**config.mk**
```make
export PLATFORM = sky130hd
export DESIGN_NAME = acc_alu
export DESIGN_NICKNAME = d
export VERILOG_FILES = /design/src/rtl/acc_alu_pkg.sv /design/src/rtl/acc_alu_adder.sv /design/src/rtl/acc_alu_bitops.sv /design/src/rtl/acc_alu_status.sv /design/src/rtl/acc_alu.sv
export SDC_FILE = /design/constraint.sdc
export NUM_CORES = 1
export LEC_CHECK = 0
export BUFFER_PORTS_ARGS = -buffer_cell sky130_fd_sc_hd__buf_2
export CAP_MARGIN = 10
export CORE_MARGIN = 2
export CORE_UTILIZATION = 30
export DETAILED_ROUTE_END_ITERATION = 7
export HOLD_SLACK_MARGIN = 0.03
export PLACE_DENSITY_LB_ADDON = 0.25
export SETUP_SLACK_MARGIN = 0.4
export SYNTH_ARGS = -nofsm -noshare
export SYNTH_HDL_FRONTEND = slang
export SYNTH_SLANG_ARGS = --single-unit
```
**constraint.sdc**
```tcl
create_clock -name clk_i -period 4 [get_ports clk_i]
set_clock_uncertainty 0.2 [all_clocks]
set_input_delay 0.4 -clock clk_i [delete_from_list [all_inputs] [get_ports clk_i]]
set_output_delay 0.4 -clock clk_i [all_outputs]
set_load 0.02 [all_outputs]
```
**src/rtl/acc_alu_pkg.sv**
```systemverilog
package acc_alu_pkg;
  localparam int unsigned OP_W = 5;
  localparam int unsigned ST_W = 8;

  typedef enum logic [OP_W-1:0] {
    OP_ADC  = 5'd0,  OP_SBC  = 5'd1,  OP_CMP  = 5'd2,
    OP_AND  = 5'd3,  OP_OR   = 5'd4,  OP_XOR  = 5'd5,
    OP_ASL  = 5'd6,  OP_LSR  = 5'd7,  OP_ROL  = 5'd8,
    OP_ROR  = 5'd9,  OP_BIT  = 5'd10, OP_INC  = 5'd11,
    OP_DEC  = 5'd12, OP_LOAD = 5'd13, OP_PASS = 5'd14,
    OP_PULL = 5'd15, OP_CLC  = 5'd16, OP_SEC  = 5'd17,
    OP_CLI  = 5'd18, OP_SEI  = 5'd19, OP_CLD  = 5'd20,
    OP_SED  = 5'd21, OP_CLV  = 5'd22
  } alu_op_e;

  localparam int unsigned FLG_C = 0;
  localparam int unsigned FLG_Z = 1;
  localparam int unsigned FLG_I = 2;
  localparam int unsigned FLG_D = 3;
  localparam int unsigned FLG_V = 6;
  localparam int unsigned FLG_N = 7;

  localparam logic [ST_W-1:0] ST_FIXED = 8'h30;
  localparam logic [ST_W-1:0] ST_RESET = 8'h34;
endpackage

```
**src/rtl/acc_alu_adder.sv**
```systemverilog
module acc_alu_adder #(
  parameter int unsigned DATA_W = 8
) (
  input  logic [DATA_W-1:0] a_i,
  input  logic [DATA_W-1:0] m_i,
  input  logic              carry_i,
  input  logic              sub_i,
  input  logic              cmp_i,
  output logic [DATA_W-1:0] sum_o,
  output logic              carry_o,
  output logic              ovf_o
);
  localparam int unsigned MSB = DATA_W - 1;

  logic [DATA_W-1:0] m_eff;
  logic              cin;
  logic [DATA_W:0]   full;

  assign m_eff = sub_i ? ~m_i : m_i;
  // compare ignores the stored carry: plain a - m
  assign cin   = cmp_i ? 1'b1 : carry_i;
  assign full  = {1'b0, a_i} + {1'b0, m_eff} + {{DATA_W{1'b0}}, cin};

  assign sum_o   = full[DATA_W-1:0];
  assign carry_o = full[DATA_W];
  assign ovf_o   = (a_i[MSB] == m_eff[MSB]) && (full[MSB] != a_i[MSB]);

  always_comb begin
    if (cmp_i && sub_i) begin
      a_r5_cmp_carry: assert (carry_o == (a_i >= m_i));
    end
  end
endmodule

```
**src/rtl/acc_alu_bitops.sv**
```systemverilog
module acc_alu_bitops import acc_alu_pkg::*; #(
  parameter int unsigned DATA_W = 8
) (
  input  logic [OP_W-1:0]   op_i,
  input  logic [DATA_W-1:0] a_i,
  input  logic [DATA_W-1:0] m_i,
  input  logic              carry_i,
  output logic [DATA_W-1:0] res_o,
  output logic              carry_o
);
  localparam logic [DATA_W-1:0] ONE = {{(DATA_W-1){1'b0}}, 1'b1};

  always_comb begin
    res_o   = m_i;
    carry_o = carry_i;
    case (op_i)
      OP_AND:         res_o = a_i & m_i;
      OP_BIT:         res_o = a_i & m_i;
      OP_OR:          res_o = a_i | m_i;
      OP_XOR:         res_o = a_i ^ m_i;
      OP_ASL:         {carry_o, res_o} = {m_i, 1'b0};
      OP_LSR:         {res_o, carry_o} = {1'b0, m_i};
      OP_ROL:         {carry_o, res_o} = {m_i, carry_i};
      OP_ROR:         {res_o, carry_o} = {carry_i, m_i};
      OP_INC:         res_o = m_i + ONE;
      OP_DEC:         res_o = m_i - ONE;
      default:        res_o = m_i;
    endcase
  end
endmodule

```
**src/rtl/acc_alu_status.sv**
```systemverilog
module acc_alu_status import acc_alu_pkg::*; (
  input  logic            clk_i,
  input  logic            rst_ni,
  input  logic            load_i,
  input  logic [ST_W-1:0] d_i,
  output logic [ST_W-1:0] q_o
);
  logic [ST_W-1:0] st_q;

  always_ff @(posedge clk_i or negedge rst_ni) begin
    if (!rst_ni)     st_q <= ST_RESET;
    else if (load_i) st_q <= d_i | ST_FIXED;
  end

  assign q_o = st_q;

  a_r13_hold_when_idle: assert property (@(posedge clk_i) disable iff (!rst_ni)
    !load_i |=> $stable(q_o));
  a_r2_fixed_bits: assert property (@(posedge clk_i) disable iff (!rst_ni)
    load_i |=> q_o[5:4] == 2'b11);
endmodule

```
**src/rtl/acc_alu.sv**
```systemverilog
module acc_alu import acc_alu_pkg::*; #(
  parameter int unsigned DATA_W = 8
) (
  input  logic              clk_i,
  input  logic              rst_ni,
  input  logic              valid_i,
  input  logic [OP_W-1:0]   op_i,
  input  logic [DATA_W-1:0] a_i,
  input  logic [DATA_W-1:0] m_i,
  output logic [DATA_W-1:0] result_o,
  output logic [ST_W-1:0]   flags_o
);
  localparam int unsigned MSB = DATA_W - 1;
  localparam logic [DATA_W-1:0] ZERO = '0;

  logic [ST_W-1:0]   st_q, st_d;
  logic [DATA_W-1:0] sum, lg_res, res;
  logic              sum_c, sum_v, lg_c;
  logic              is_sub, is_cmp;
  logic              wr_nz, wr_c, wr_v;
  logic              c_n, v_n, n_n, z_n;

  assign is_cmp = (op_i == OP_CMP);
  assign is_sub = (op_i == OP_SBC) || is_cmp;

  acc_alu_adder #(.DATA_W(DATA_W)) u_adder (
    .a_i     (a_i),
    .m_i     (m_i),
    .carry_i (st_q[FLG_C]),
    .sub_i   (is_sub),
    .cmp_i   (is_cmp),
    .sum_o   (sum),
    .carry_o (sum_c),
    .ovf_o   (sum_v)
  );

  acc_alu_bitops #(.DATA_W(DATA_W)) u_bitops (
    .op_i    (op_i),
    .a_i     (a_i),
    .m_i     (m_i),
    .carry_i (st_q[FLG_C]),
    .res_o   (lg_res),
    .carry_o (lg_c)
  );

  always_comb begin
    res   = m_i;
    st_d  = st_q;
    wr_nz = 1'b0;
    wr_c  = 1'b0;
    wr_v  = 1'b0;
    c_n   = st_q[FLG_C];
    v_n   = st_q[FLG_V];
    case (op_i)
      OP_ADC, OP_SBC: begin
        res = sum; wr_nz = 1'b1; wr_c = 1'b1; wr_v = 1'b1;
        c_n = sum_c; v_n = sum_v;
      end
      OP_CMP: begin
        res = sum; wr_nz = 1'b1; wr_c = 1'b1; c_n = sum_c;
      end
      OP_AND, OP_OR, OP_XOR, OP_INC, OP_DEC, OP_LOAD: begin
        res = lg_res; wr_nz = 1'b1;
      end
      OP_ASL, OP_LSR, OP_ROL, OP_ROR: begin
        res = lg_res; wr_nz = 1'b1; wr_c = 1'b1; c_n = lg_c;
      end
      OP_BIT: begin
        res = a_i; wr_nz = 1'b1; wr_v = 1'b1; v_n = m_i[MSB-1];
      end
      OP_PULL: begin
        res = m_i; st_d = m_i[ST_W-1:0];
      end
      OP_CLC: begin res = a_i; st_d[FLG_C] = 1'b0; end
      OP_SEC: begin res = a_i; st_d[FLG_C] = 1'b1; end
      OP_CLI: begin res = a_i; st_d[FLG_I] = 1'b0; end
      OP_SEI: begin res = a_i; st_d[FLG_I] = 1'b1; end
      OP_CLD: begin res = a_i; st_d[FLG_D] = 1'b0; end
      OP_SED: begin res = a_i; st_d[FLG_D] = 1'b1; end
      OP_CLV: begin res = a_i; st_d[FLG_V] = 1'b0; end
      default: res = m_i;
    endcase
    // bit test takes N from the operand and Z from the masked value
    n_n = (op_i == OP_BIT) ? m_i[MSB] : res[MSB];
    z_n = (op_i == OP_BIT) ? (lg_res == ZERO) : (res == ZERO);
    if (wr_nz) begin
      st_d[FLG_N] = n_n;
      st_d[FLG_Z] = z_n;
    end
    if (wr_c) st_d[FLG_C] = c_n;
    if (wr_v) st_d[FLG_V] = v_n;
  end

  acc_alu_status u_status (
    .clk_i  (clk_i),
    .rst_ni (rst_ni),
    .load_i (valid_i),
    .d_i    (st_d),
    .q_o    (st_q)
  );

  assign result_o = res;
  assign flags_o  = st_q;

  a_r10_pass_keeps_flags: assert property (@(posedge clk_i) disable iff (!rst_ni)
    valid_i && op_i == OP_PASS |=> flags_o == $past(flags_o));
  a_r6_logic_nz_only: assert property (@(posedge clk_i) disable iff (!rst_ni)
    valid_i && (op_i == OP_AND || op_i == OP_OR || op_i == OP_XOR)
    |=> (flags_o & 8'h4D) == ($past(flags_o) & 8'h4D));
  a_r7_lsr_clears_n: assert property (@(posedge clk_i) disable iff (!rst_ni)
    valid_i && op_i == OP_LSR |=> !flags_o[FLG_N]);
  a_r11_pull_all: assert property (@(posedge clk_i) disable iff (!rst_ni)
    valid_i && op_i == OP_PULL |=> flags_o == ($past(m_i[ST_W-1:0]) | ST_FIXED));
  a_r8_bit_copies: assert property (@(posedge clk_i) disable iff (!rst_ni)
    valid_i && op_i == OP_BIT
    |=> flags_o[FLG_N] == $past(m_i[MSB]) && flags_o[FLG_V] == $past(m_i[MSB-1]));
endmodule

```
==> impl_metrics.toml <==
[setup_path]
critPathRequiredTime_ns = 3.40
critPathArrivalTime_ns = 3.03
crit_type = "input pin to primary output"
crit_path_max_fanout = 8
worstSetupStartpoint = "op_i[1]"
endpoint_kind = "primary output"
worst_r2r_startpoint = "u_status.q_o[0]"
cp-start-kind = "input pin"

[timing]
max_clock_freq_ghz = 0.2752
report.final.slew_viol_count = 0
finalCritPeriodShare_pct = 90.86
timing_worst_slew_pin_value_ns = 0.9282
finalCriticalPeriod_ns = 3.634
finalSetupViolCount = 0
fin_tns_setup_ns = 0
hold_violations = 0
grt_setup_unrepaired = "true"
max_slew_margin_pct = 37.60

[placed_design]
detailed_placer_s_ending_hpwl_um = 6407
placement.io_buffers = 37
routabilityCongestion = 0.9507

[logic_synthesis]
ys.warnings.count = 0
synthArstFlopShare_pct = 100.0
commonest_register_cell_after_synthesis = "sky130_fd_sc_hd__dfrtp_1"
cells_after_synth = 328
synth_cell_type_count = 66
ys_ff_latch = 6
synth_enable_flop_cells = 0
avgSynthCellArea_um2 = 7.255
post_synth_instance_area_um2 = 2380
seq_area_frac_synth_pct = 6.362

[power]
p_comb_share_pct = 70.4
max-vdd-ir-drop_v = 0.0001177
p_leak_uw = 0.001339
finalPower_uw = 617.4
p_int_uw = 326.5
switching_share_pct = 47.11
power_switching_uw = 290.9
share_clk_of_total_power_pct = 16.2
power_frac_seq_pct = 13.4
power-per-cell-area_nw_per_um2 = 206.6

[grt]
antenna_found_initial = 0
grt_max_degree = 29
grt_overflow = 0
wire_length_of_the_first_global_routing_pass_um = 13490
first_global_vias = 2604
grt_use_total_pct = 19.41

[clock_tree]
cts_root_buffer = "sky130_fd_sc_hd__clkbuf_8"
cts_htree_levels = 1
cts_tree = "done"
clkTransAtPathRegs_ns = 0.03
clk_path_buf_depth = 2
insertion_delay_ns = 0.22
number_of_cts_inserted_buffers = 3
tritoncts_num_sinks = 6

[outcome]
status = "finished clean"

[detailed_routing]
routed_vias_inst = 5.901
routed_wire_length_per_instance_um = 18.00
detailedRoute.firstIterationViolations = 297
dr_drc_count = 0
ant_nets = 0
via_count = 2791
drt_wl_total_um = 8513
drt-pass1-iter-count = 7

[finish]
insertedDiodeCount = 0
largest_register_ffs = 6
post_route_cells_drive_above_1_share_pct = 26.68
fillCellCount = 812
area.sequential_um2 = 151.4
area_used_by_multi_input_combinational_logic_um2 = 2145
area.growth.synth_to_final_pct = 25.60
nNetsFinal = 428
final_core_area_utilization_pct = 38.88

[floorplan]
die_span_in_x_um = 93.07
initial_utilization_pct = 30.96
std_cell_rows = 32
floorplan.core_area_um2 = 7687
number_of_top_level_design_ports = 40
die-height_um = 93.07
die_area_um2 = 8661

[job]
max-cap-violations = 0

[worst_hold_path]
hold_start = "u_status.q_o[2]"
timing.hold.worst.class = "flip-flop to flip-flop"
## routing by layer
| metal | part of all wire (%) | wire length (um) | track usage, % | up-vias |
|---|---|---|---|---|
| met3 | 7.3 | 620 | 2.981 | 22 |
| met1 | 45 | 3790 | 26.35 | 1319 |
| met2 | 46 | 3894 | 31.70 | 142 |
| met4 | 2.4 | 208 | 5.882 | 0 |
| met5 | 0 | 0 | 0 | - |
| li1 | - | - | - | 1308 |
## area by class of cell
cell class	instances	share of cell area [%]
flip-flops and latches	6	5.065
well taps	102	4.270
inverters	24	3.014
clock buffers	4	1.507
multi-input cells	274	71.75
repair buffers	63	14.40
## critical path, stage by stage
cell and delay (ns):
sky130_fd_sc_hd__buf_4 0.15, sky130_fd_sc_hd__or3_1 0.45, sky130_fd_sc_hd__nor2_4 0.16, sky130_fd_sc_hd__buf_4 0.16, sky130_fd_sc_hd__ha_1 0.27, sky130_fd_sc_hd__o21ai_0 0.12, sky130_fd_sc_hd__o21ai_0 0.14, sky130_fd_sc_hd__a21o_1 0.20
sky130_fd_sc_hd__a2111o_1 0.41, sky130_fd_sc_hd__o211ai_1 0.27, sky130_fd_sc_hd__o2bb2ai_4 0.17, sky130_fd_sc_hd__buf_6 0.13
## timing repair
action / in CTS / in global routing
setup buffers: 9 / 2
hold buffers: 1 / 0
gates resized for setup: 19 / 9
setup endpoints to repair: 4 / 5
hold endpoints to repair: 6 / 0
pin swaps: 19 / 5
## final timing paths
path                            cells after the start  slack (ns)               to
max in group asynchronous                           2        3.03  u_status.q_o[2]
worst min register to register                      2        0.29  u_status.q_o[2]
worst max-delay path                               12        0.37      result_o[7]
worst max register to register                     13        0.71  u_status.q_o[1]
min in group asynchronous                           2        0.34  u_status.q_o[6]
worst min-delay path                                2        0.29  u_status.q_o[2]
## power groups by stage
stage,Sequential [uW],Clock (uW),Combinational (uW)
after floorplan,97.9,0,263
after detailed placement,83.6,0,384
final,82.9,99.9,435
after CTS,82.8,102,415
after global placement,83.1,0,383
after global routing,83.9,108,468
## synthesized netlist by cell type (2+ instances only)
| library cell | instances | area share [%] |
|---|---|---|
| sky130_fd_sc_hd__ha_1 | 29 | 15 |
| sky130_fd_sc_hd__o21ai_0 | 27 | 5.7 |
| sky130_fd_sc_hd__nor2_1 | 25 | 3.9 |
| sky130_fd_sc_hd__inv_1 | 24 | 3.8 |
| sky130_fd_sc_hd__nand2_1 | 22 | 3.5 |
| sky130_fd_sc_hd__a21oi_1 | 20 | 4.2 |
| sky130_fd_sc_hd__xnor2_1 | 17 | 6.3 |
| sky130_fd_sc_hd__buf_2 | 8 | 1.7 |
| sky130_fd_sc_hd__nor3_1 | 8 | 1.7 |
| sky130_fd_sc_hd__a31oi_1 | 7 | 1.8 |
| sky130_fd_sc_hd__buf_4 | 7 | 2.2 |
| sky130_fd_sc_hd__clkbuf_1 | 7 | 1.1 |
| sky130_fd_sc_hd__a21o_1 | 6 | 1.9 |
| sky130_fd_sc_hd__nand2b_1 | 6 | 1.6 |
| sky130_fd_sc_hd__a221o_1 | 5 | 2.1 |
| sky130_fd_sc_hd__a221oi_1 | 5 | 1.8 |
| sky130_fd_sc_hd__a222oi_1 | 5 | 2.1 |
| sky130_fd_sc_hd__dfrtp_1 | 5 | 5.3 |
| sky130_fd_sc_hd__mux2i_1 | 5 | 2.1 |
| sky130_fd_sc_hd__o22ai_1 | 5 | 1.3 |
| sky130_fd_sc_hd__a211oi_1 | 4 | 1.3 |
| sky130_fd_sc_hd__nand3_1 | 4 | 0.84 |
| sky130_fd_sc_hd__nor2b_1 | 4 | 1.1 |
| sky130_fd_sc_hd__xor2_1 | 4 | 1.5 |
| sky130_fd_sc_hd__a32o_1 | 3 | 1.3 |
| sky130_fd_sc_hd__and3_1 | 3 | 0.79 |
| sky130_fd_sc_hd__fa_1 | 3 | 2.5 |
| sky130_fd_sc_hd__nand4_1 | 3 | 0.79 |
| sky130_fd_sc_hd__nor4_1 | 3 | 0.79 |
| sky130_fd_sc_hd__o211a_1 | 3 | 1.3 |
| sky130_fd_sc_hd__o211ai_1 | 3 | 0.95 |
| sky130_fd_sc_hd__or3_1 | 3 | 0.79 |
| sky130_fd_sc_hd__a21boi_0 | 2 | 0.63 |
| sky130_fd_sc_hd__a22o_1 | 2 | 0.74 |
| sky130_fd_sc_hd__a22oi_1 | 2 | 0.63 |
| sky130_fd_sc_hd__a2bb2oi_1 | 2 | 0.74 |
| sky130_fd_sc_hd__and2_1 | 2 | 0.53 |
| sky130_fd_sc_hd__buf_1 | 2 | 0.32 |
| sky130_fd_sc_hd__nand3b_1 | 2 | 0.63 |
| sky130_fd_sc_hd__nor4b_1 | 2 | 0.74 |
| sky130_fd_sc_hd__o21ai_1 | 2 | 0.42 |
| sky130_fd_sc_hd__o21bai_1 | 2 | 0.63 |
| sky130_fd_sc_hd__or3b_2 | 2 | 0.74 |
## logic make-up after synthesis
logic type,share of synthesized area [%]
XOR/XNOR,7.728
buffers and inverters,9.569
other,0.1576
AO/OA/AOI/OAI,34.12
adder cells (fa/ha/maj),17.77
multiplexers,2.103
flip-flops,6.362
AND/OR/NAND/NOR,22.19
## per-stage QoR
stage	hold slack, ns	worst slack (ns)	cell area (um2)	instances
2_1_floorplan	-0.09559	0.1225	2494	329
3_3_place_gp	0.02925	0.1047	2740	457
3_5_place_dp	0.02999	0.05211	2740	457
4_1_cts	0.2919	0.4028	2943	471
5_1_grt	0.3111	0.2564	2989	473
6_report	0.2867	0.3658	2989	473
## placed cells by master (no fill, tap or decap), drive strengths merged, types with 3 or more instances in the layout
master and n:
a21oi 20, o211ai 3, nor2b 4, ha 29, nand4 3, clkbuf 4, xor2 4, nor3 8
o211a 3, a21o 6, inv 24, o21ai 29, o22ai 5, a32o 3, or3 4, nand2 23
a211oi 4, buf 62, nand2b 6, a221oi 6, a31oi 7, dfrtp 5, nor4 4, nor2 26
mux2i 5, a221o 5, nand3 4, a222oi 5, fa 3, and3 3, xnor2 17
Power figures use the tool's default switching activity.
